### config.mk
export PLATFORM = sky130hd
export DESIGN_NAME = cart_boot_gate
export DESIGN_NICKNAME = d
export VERILOG_FILES = /design/src/rtl/cbg_pkg.sv /design/src/rtl/cbg_countdown.sv /design/src/rtl/cbg_fold.sv /design/src/rtl/cbg_budget.sv /design/src/rtl/cart_boot_gate.sv
export SDC_FILE = /design/constraint.sdc
export NUM_CORES = 1
export LEC_CHECK = 0
export BUFFER_PORTS_ARGS = -buffer_cell sky130_fd_sc_hd__buf_4
export CAP_MARGIN = 20
export CELL_PAD_IN_SITES_DETAIL_PLACEMENT = 1
export CELL_PAD_IN_SITES_GLOBAL_PLACEMENT = 2
export CORE_UTILIZATION = 34
export DETAILED_ROUTE_END_ITERATION = 12
export HOLD_SLACK_MARGIN = 0.15
export PLACE_DENSITY = 0.88
export SETUP_SLACK_MARGIN = 0.05
export SYNTH_ARGS = -nofsm -noshare
export SYNTH_HDL_FRONTEND = slang
export SYNTH_HIERARCHICAL = 1
export SYNTH_SLANG_ARGS = --single-unit
### constraint.sdc
create_clock -name clk -period 7.1 [get_ports clk]
set_input_delay 1.065 -clock clk [delete_from_list [all_inputs] [get_ports clk]]
set_output_delay 1.065 -clock clk [all_outputs]
set_load 0.005 [all_outputs]
### src/rtl/cbg_pkg.sv
package cbg_pkg;

    localparam int OFF_W = 16;

    typedef enum logic [2:0] {
        ST_HOLD,
        ST_WAIT,
        ST_LIVE,
        ST_SPENT,
        ST_DONE
    } boot_st_e;

    typedef enum logic [2:0] {
        OP_NONE,
        OP_CMD,
        OP_HIDDEN,
        OP_SHOWN,
        OP_PLAIN
    } win_op_e;

    typedef struct packed {
        win_op_e    op;
        logic [7:0] cmd;
    } win_dec_t;

    localparam logic [7:0] FCMD_LOCK_SETUP = 8'h60;
    localparam logic [7:0] FCMD_LOCK_HARD  = 8'h2F;
    localparam logic [7:0] FCMD_READ_ID    = 8'h90;
    localparam logic [7:0] FCMD_READ_ARRAY = 8'hFF;
    localparam logic [OFF_W-1:0] OFF_FIRST_SHOWN = 16'h0088;

    function automatic win_dec_t decode_window(input logic [OFF_W-1:0] off);
        win_dec_t d;
        d.cmd = 8'h00;
        d.op  = OP_NONE;
        case (off)
            16'h0082: begin d.op = OP_CMD; d.cmd = FCMD_LOCK_SETUP; end
            16'h0083: begin d.op = OP_CMD; d.cmd = FCMD_LOCK_HARD;  end
            16'h0084: begin d.op = OP_CMD; d.cmd = FCMD_READ_ID;    end
            16'h0085: d.op = OP_HIDDEN;
            16'h0086: d.op = OP_HIDDEN;
            16'h0087: begin d.op = OP_CMD; d.cmd = FCMD_READ_ARRAY; end
            default:  d.op = (off >= OFF_FIRST_SHOWN) ? OP_SHOWN : OP_NONE;
        endcase
        return d;
    endfunction

endpackage

### src/rtl/cbg_countdown.sv
module cbg_countdown #(
    parameter int TICKS = 32768
) (
    input  logic clk,
    input  logic rst,
    input  logic start,
    output logic busy,
    output logic last
);
    localparam int CW = (TICKS > 2) ? $clog2(TICKS) : 1;

    logic [CW-1:0] cnt_q;
    logic          busy_q;

    assign busy = busy_q;
    assign last = busy_q && (cnt_q == CW'(TICKS - 1));

    always_ff @(posedge clk) begin
        if (rst) begin
            cnt_q  <= '0;
            busy_q <= 1'b0;
        end else if (start && !busy_q) begin
            cnt_q  <= '0;
            busy_q <= 1'b1;
        end else if (busy_q) begin
            if (last) busy_q <= 1'b0;
            else      cnt_q  <= cnt_q + 1'b1;
        end
    end
endmodule

### src/rtl/cbg_fold.sv
module cbg_fold #(
    parameter int WORD_W = 16
) (
    input  logic                  clk,
    input  logic                  rst,
    input  logic                  en,
    input  logic [WORD_W-1:0]     word,
    output logic [2*WORD_W-1:0]   chk,
    output logic [2*WORD_W-1:0]   chk_nxt
);
    logic [2*WORD_W-1:0] chk_q;
    logic                hi_q;

    assign chk = chk_q;

    always_comb begin
        chk_nxt = chk_q;
        if (en) begin
            if (hi_q) chk_nxt[2*WORD_W-1:WORD_W] = chk_q[2*WORD_W-1:WORD_W] ^ word;
            else      chk_nxt[WORD_W-1:0]        = chk_q[WORD_W-1:0] ^ word;
        end
    end

    always_ff @(posedge clk) begin
        if (rst) begin
            chk_q <= '0;
            hi_q  <= 1'b0;
        end else if (en) begin
            chk_q <= chk_nxt;
            hi_q  <= ~hi_q;
        end
    end

    AST_FOLD_IDLE_STABLE: assert property (@(posedge clk) disable iff (rst)
        !en |=> $stable(chk_q));
endmodule

### src/rtl/cbg_budget.sv
module cbg_budget #(
    parameter int BUDGET = 4096
) (
    input  logic clk,
    input  logic rst,
    input  logic inc,
    input  logic a22,
    output logic last
);
    localparam int CW = $clog2(BUDGET);
    localparam logic [CW-1:0] CNT_LAST = CW'(BUDGET - 1);

    logic [CW-1:0] cnt_q;
    logic          cleared_q;

    assign last = (cnt_q == CNT_LAST);

    always_ff @(posedge clk) begin
        if (rst) begin
            cnt_q     <= '0;
            cleared_q <= 1'b0;
        end else if (inc) begin
            if (a22 && !cleared_q) begin
                cnt_q     <= CW'(1);
                cleared_q <= 1'b1;
            end else if (!last) begin
                cnt_q <= cnt_q + 1'b1;
            end
        end
    end

    AST_CLEAR_ONLY_ONCE: assert property (@(posedge clk) disable iff (rst)
        cleared_q |=> cleared_q);
    AST_COUNT_STEP: assert property (@(posedge clk) disable iff (rst)
        (inc && cleared_q && !last) |=> (cnt_q == $past(cnt_q) + 1'b1));
endmodule

### src/rtl/cart_boot_gate.sv
module cart_boot_gate
    import cbg_pkg::*;
#(
    parameter int CD_TICKS = 32768,
    parameter int BUDGET   = 4096,
    parameter int WORD_W   = 16
) (
    input  logic                  clk,
    input  logic                  rst,
    input  logic                  con_acc,
    input  logic                  con_rom,
    input  logic                  con_a22,
    input  logic                  con_rd,
    input  logic [OFF_W-1:0]      con_off,
    output logic [WORD_W-1:0]     con_rdata,
    output logic                  stat_ready,
    output logic                  flash_re,
    output logic                  flash_we,
    output logic [7:0]            flash_cmd,
    input  logic [WORD_W-1:0]     flash_rdata,
    output logic                  ctl_rst_n,
    output logic                  ctl_we,
    output logic [2*WORD_W-1:0]   ctl_wdata,
    output logic                  mbox_go,
    input  logic                  boot_exit
);
    localparam int CHK_W = 2 * WORD_W;

    boot_st_e           state_q;
    win_dec_t           dec;
    win_op_e            op;
    logic               rd_acc;
    logic               release_rd;
    logic               cd_busy;
    logic               cd_last;
    logic               bud_last;
    logic               bud_inc;
    logic               fold_en;
    logic [CHK_W-1:0]   chk;
    logic [CHK_W-1:0]   chk_nxt;
    logic               ctl_we_q;
    logic               mbox_q;

    assign rd_acc     = con_acc && con_rom && con_rd;
    assign release_rd = rd_acc && con_a22;
    assign dec        = decode_window(con_off);

    always_comb begin
        op = OP_NONE;
        if (state_q == ST_LIVE && rd_acc)
            op = con_a22 ? dec.op : OP_PLAIN;
    end

    assign bud_inc   = (state_q == ST_LIVE) && rd_acc;
    assign fold_en   = (op == OP_HIDDEN) || (op == OP_SHOWN);
    assign flash_we  = (op == OP_CMD);
    assign flash_cmd = (op == OP_CMD) ? dec.cmd : 8'h00;
    assign flash_re  = fold_en || (op == OP_PLAIN) || (state_q == ST_DONE && rd_acc);
    assign con_rdata = ((op == OP_SHOWN) || (op == OP_PLAIN) ||
                        (state_q == ST_DONE && rd_acc)) ? flash_rdata : '0;

    assign ctl_rst_n  = (state_q != ST_HOLD);
    assign stat_ready = (state_q == ST_DONE);
    assign ctl_we     = ctl_we_q;
    assign ctl_wdata  = chk;
    assign mbox_go    = mbox_q;

    cbg_countdown #(.TICKS(CD_TICKS)) u_wait (
        .clk   (clk),
        .rst   (rst),
        .start (state_q == ST_HOLD && release_rd),
        .busy  (cd_busy),
        .last  (cd_last)
    );

    cbg_budget #(.BUDGET(BUDGET)) u_budget (
        .clk  (clk),
        .rst  (rst),
        .inc  (bud_inc),
        .a22  (con_a22),
        .last (bud_last)
    );

    cbg_fold #(.WORD_W(WORD_W)) u_fold (
        .clk     (clk),
        .rst     (rst),
        .en      (fold_en),
        .word    (flash_rdata),
        .chk     (chk),
        .chk_nxt (chk_nxt)
    );

    always_ff @(posedge clk) begin
        if (rst) begin
            state_q  <= ST_HOLD;
            ctl_we_q <= 1'b0;
            mbox_q   <= 1'b0;
        end else begin
            ctl_we_q <= (op == OP_SHOWN);
            mbox_q   <= bud_inc && bud_last && (chk_nxt == {CHK_W{1'b1}});
            case (state_q)
                ST_HOLD:  if (release_rd) state_q <= ST_WAIT;
                ST_WAIT:  if (cd_last) state_q <= ST_LIVE;
                ST_LIVE:  if (bud_inc && bud_last) state_q <= ST_SPENT;
                ST_SPENT: if (boot_exit) state_q <= ST_DONE;
                default:  state_q <= state_q;
            endcase
        end
    end

    AST_RESET_UNTIL_RELEASE: assert property (@(posedge clk) disable iff (rst)
        (!ctl_rst_n && !release_rd) |=> !ctl_rst_n);
    AST_RELEASE_STICKS: assert property (@(posedge clk) disable iff (rst)
        ctl_rst_n |=> ctl_rst_n);
    AST_NO_FLASH_IN_WAIT: assert property (@(posedge clk) disable iff (rst)
        cd_busy |-> (!flash_re && !flash_we));
    AST_MBOX_ALL_ONES: assert property (@(posedge clk) disable iff (rst)
        mbox_go |-> (chk == {CHK_W{1'b1}}));
    AST_MBOX_SINGLE: assert property (@(posedge clk) disable iff (rst)
        mbox_go |=> !mbox_go);
    AST_STATUS_STICKY: assert property (@(posedge clk) disable iff (rst)
        stat_ready |=> stat_ready);
    AST_WRITE_NO_FLASH: assert property (@(posedge clk) disable iff (rst)
        (con_acc && !con_rd) |-> (!flash_re && !flash_we));
endmodule

==> flow_summary.json <==
{
  "critical_path.max_stage_delay_ns": 0.75,
  "setup_tns_ns": 0,
  "finalSetupViolCount": 0,
  "cp_max_fo": 24,
  "ioPinCount": 101,
  "cts_hold_buffers": 0,
  "path_delay_family": "simple AND/OR/NAND/NOR gates",
  "syn-num-nets": 562,
  "cts_htree_levels": 3,
  "grt_pass1_vias": 4126,
  "total_power_mw": 0.830,
  "rows": 41,
  "grt_max_degree": 84,
  "hold_class": "flip-flop to flip-flop",
  "status": "completed",
  "wirelength_um": 12900,
  "first_pass_iters": 4,
  "crit_cells": 5,
  "yosysSeqAreaShare_pct": 30.6,
  "portBuffers": 100,
  "synth_cells": 521,
  "drtIter0Drc": 202,
  "start_util_pct": 34.8,
  "ys_ff_latch": 67,
  "power_density_nw_per_um2": 154,
  "place_ws_ns": 3.11,
  "numCtsBuffers": 9,
  "cp-start-kind": "input port",
  "core_area_um2": 12600,
  "maxCapViolations": 0,
  "min_path_cells": 2,
  "ys_types": 66,
  "min_period_over_period_pct": 56.7,
  "worst_slack_ns": 3.07,
  "track_usage_pct": 20.0,
  "path_buf_inv": 2,
  "yosys_warnings": 6,
  "async_flop_share_pct": 0,
  "clock_skew_ns": 0.00593,
  "clock-sinks": 67,
  "critical_path_class": "input port to output port",
  "p_leak_nw": 2.17,
  "clock_latency_ns": 0.34,
  "dieArea_um2": 13300,
  "nets": 640,
  "cp-end-kind": "output port",
  "antenna_found_initial": 0,
  "cp.required_ns": 6.03,
  "dieWidth_um": 115,
  "hpwl_um": 9380,
  "hold_violations": 0,
  "drc_errors": 0,
  "r2r_cells": 9,
  "wl_per_cell_um": 16.6,
  "ant_nets": 0,
  "rsz0062_at_grt": "no",
  "cp_data_arrival_time_ns": 2.96,
  "area_growth_pct": 23.4,
  "cpMaxStageDelayCell": "and4b_1",
  "ir_drop_mv": 0.168,
  "diodes": 0,
  "final_max_slew_viol_count": 0,
  "crit_top_cell": "buf_4",
  "grt_pass1_wl_um": 20600,
  "cts_root_buffer": "clkbuf_16",
  "period_needed_ns": 4.03,
  "clk_pin_slew_ns": 0.05,
  "drive_above_1_share_pct": 26.0,
  "cts_tree": "built",
  "crit_path_cell_trace": "buf_4 -> and4b_1 -> nand4_1 -> nor4_1 -> buf_4",
  "clockBufferDepth": 2,
  "dieHeight_um": 115,
  "cts_setup_buffers": 0,
  "cts_resized": 0,
  "worst_pin_slew_ns": 1.09,
  "syn_area_um2": 4380,
  "relSlewSlack_pct": 27.0,
  "fmax_mhz": 248,
  "vias_per_cell": 5.36,
  "vias": 4156,
  "grt-ovfl-total": 0,
  "synth_edf_count": 0,
  "synth_flop_cell": "dfxtp_1",
  "gp_congestion": 0.813,
  "avgSynthCellArea_um2": 8.40
}
## worst paths after layout
kind	slack [ns]	startpoint	to
hold / removal	0.50	u_budget/cleared_q$_SDFFE_PP0P_	u_budget/cleared_q$_SDFFE_PP0P_
setup / recovery	3.07	con_rd	flash_cmd[7]
hold reg to reg	0.50	u_budget/cleared_q$_SDFFE_PP0P_	u_budget/cleared_q$_SDFFE_PP0P_
setup reg to reg	4.01	state_q[0]$_SDFFE_PP0P_	mbox_go$_SDFF_PP0_
## where the power goes
group          internal [mW]  switching [mW]  leakage [nW]  total [mW]
Sequential             0.377         0.00129         0.540       0.378
Clock                  0.235           0.164         0.127       0.399
Combinational         0.0218          0.0313          1.50      0.0531
## state kept, by name, summed over array words and instances, names as in the netlist, 3 cells and up
signal,cells
u_budget/cnt_q,12
u_fold/chk,32
state_q,3
u_wait/cnt_q,15
## synth_stat cells, drive strengths merged, types with 17 or more instances
master,count,area [µm²]
nand3,45,243
buf,27,183
a21oi,17,85.1
xnor2,34,298
nor2b,33,206
inv,21,81.3
nand3b,18,148
nor2,47,179
dfxtp,67,1340
nand4,22,144
mux2,33,405
## area by class of cell
| cell class | count | area (µm²) |
|---|---|---|
| multi-input cells | 399 | 2750 |
| repair buffers | 101 | 758 |
| fillers | 1509 | 7160 |
| clock inverters | 3 | 15.0 |
| flip-flops and latches | 67 | 1340 |
| well taps | 172 | 215 |
| clock buffers | 13 | 240 |
| inverters | 21 | 81.3 |
## per-layer routing
metal  up-vias  GRT usage (%)  part of all wire (%)
met3        20           4.39                   2.8
met1      2031           23.4                    44
met5         -              0                     0
li1       2048              -                     -
met4         0           8.05                   2.5
met2        57           35.5                    51
## worst register-to-register path, stage by stage (launching register included)
cell and delay, ns:
dfxtp_1 0.36, and4b_1 0.83, nand3_1 0.23, a31oi_2 0.21
buf_4 0.37, nand3_1 0.23, xnor2_1 0.23, nand4b_1 0.12
nor4_1 0.24, and4_1 0.21
## logic make-up (layout without fill, tap and decap cells)
logic type	count (synthesis)	count (layout)	synth area share (%)
AO/OA/AOI/OAI	77	77	11.5
adder cells (fa/ha/maj)	2	2	0.572
XOR/XNOR	35	35	7.00
multiplexers	35	35	9.72
flip-flops	67	67	30.6
AND/OR/NAND/NOR	250	250	34.0
buffers and inverters	55	138	6.63
## through the flow
stage,std cells,cell area [µm²],utilization [%],hold WS (ns)
floorplan,521,4380,-,0.450
global placement,760,5150,41.0,0.466
detailed placement,760,5150,41.0,0.487
CTS,776,5400,43.0,0.501
global route,776,5400,43.0,0.537
finish,776,5400,43.0,0.499
## placed cells by master, fill, tap and decap left out, types with 17 or more instances in the layout
cell      count
nor2_1       46
nand4_1      21
nand3_1      43
xnor2_1      34
buf_4       101
nor2b_1      33
dfxtp_1      67
nand3b_1     17
inv_1        20
a21oi_1      17
Note: power is estimated with default switching activity, not from simulation.
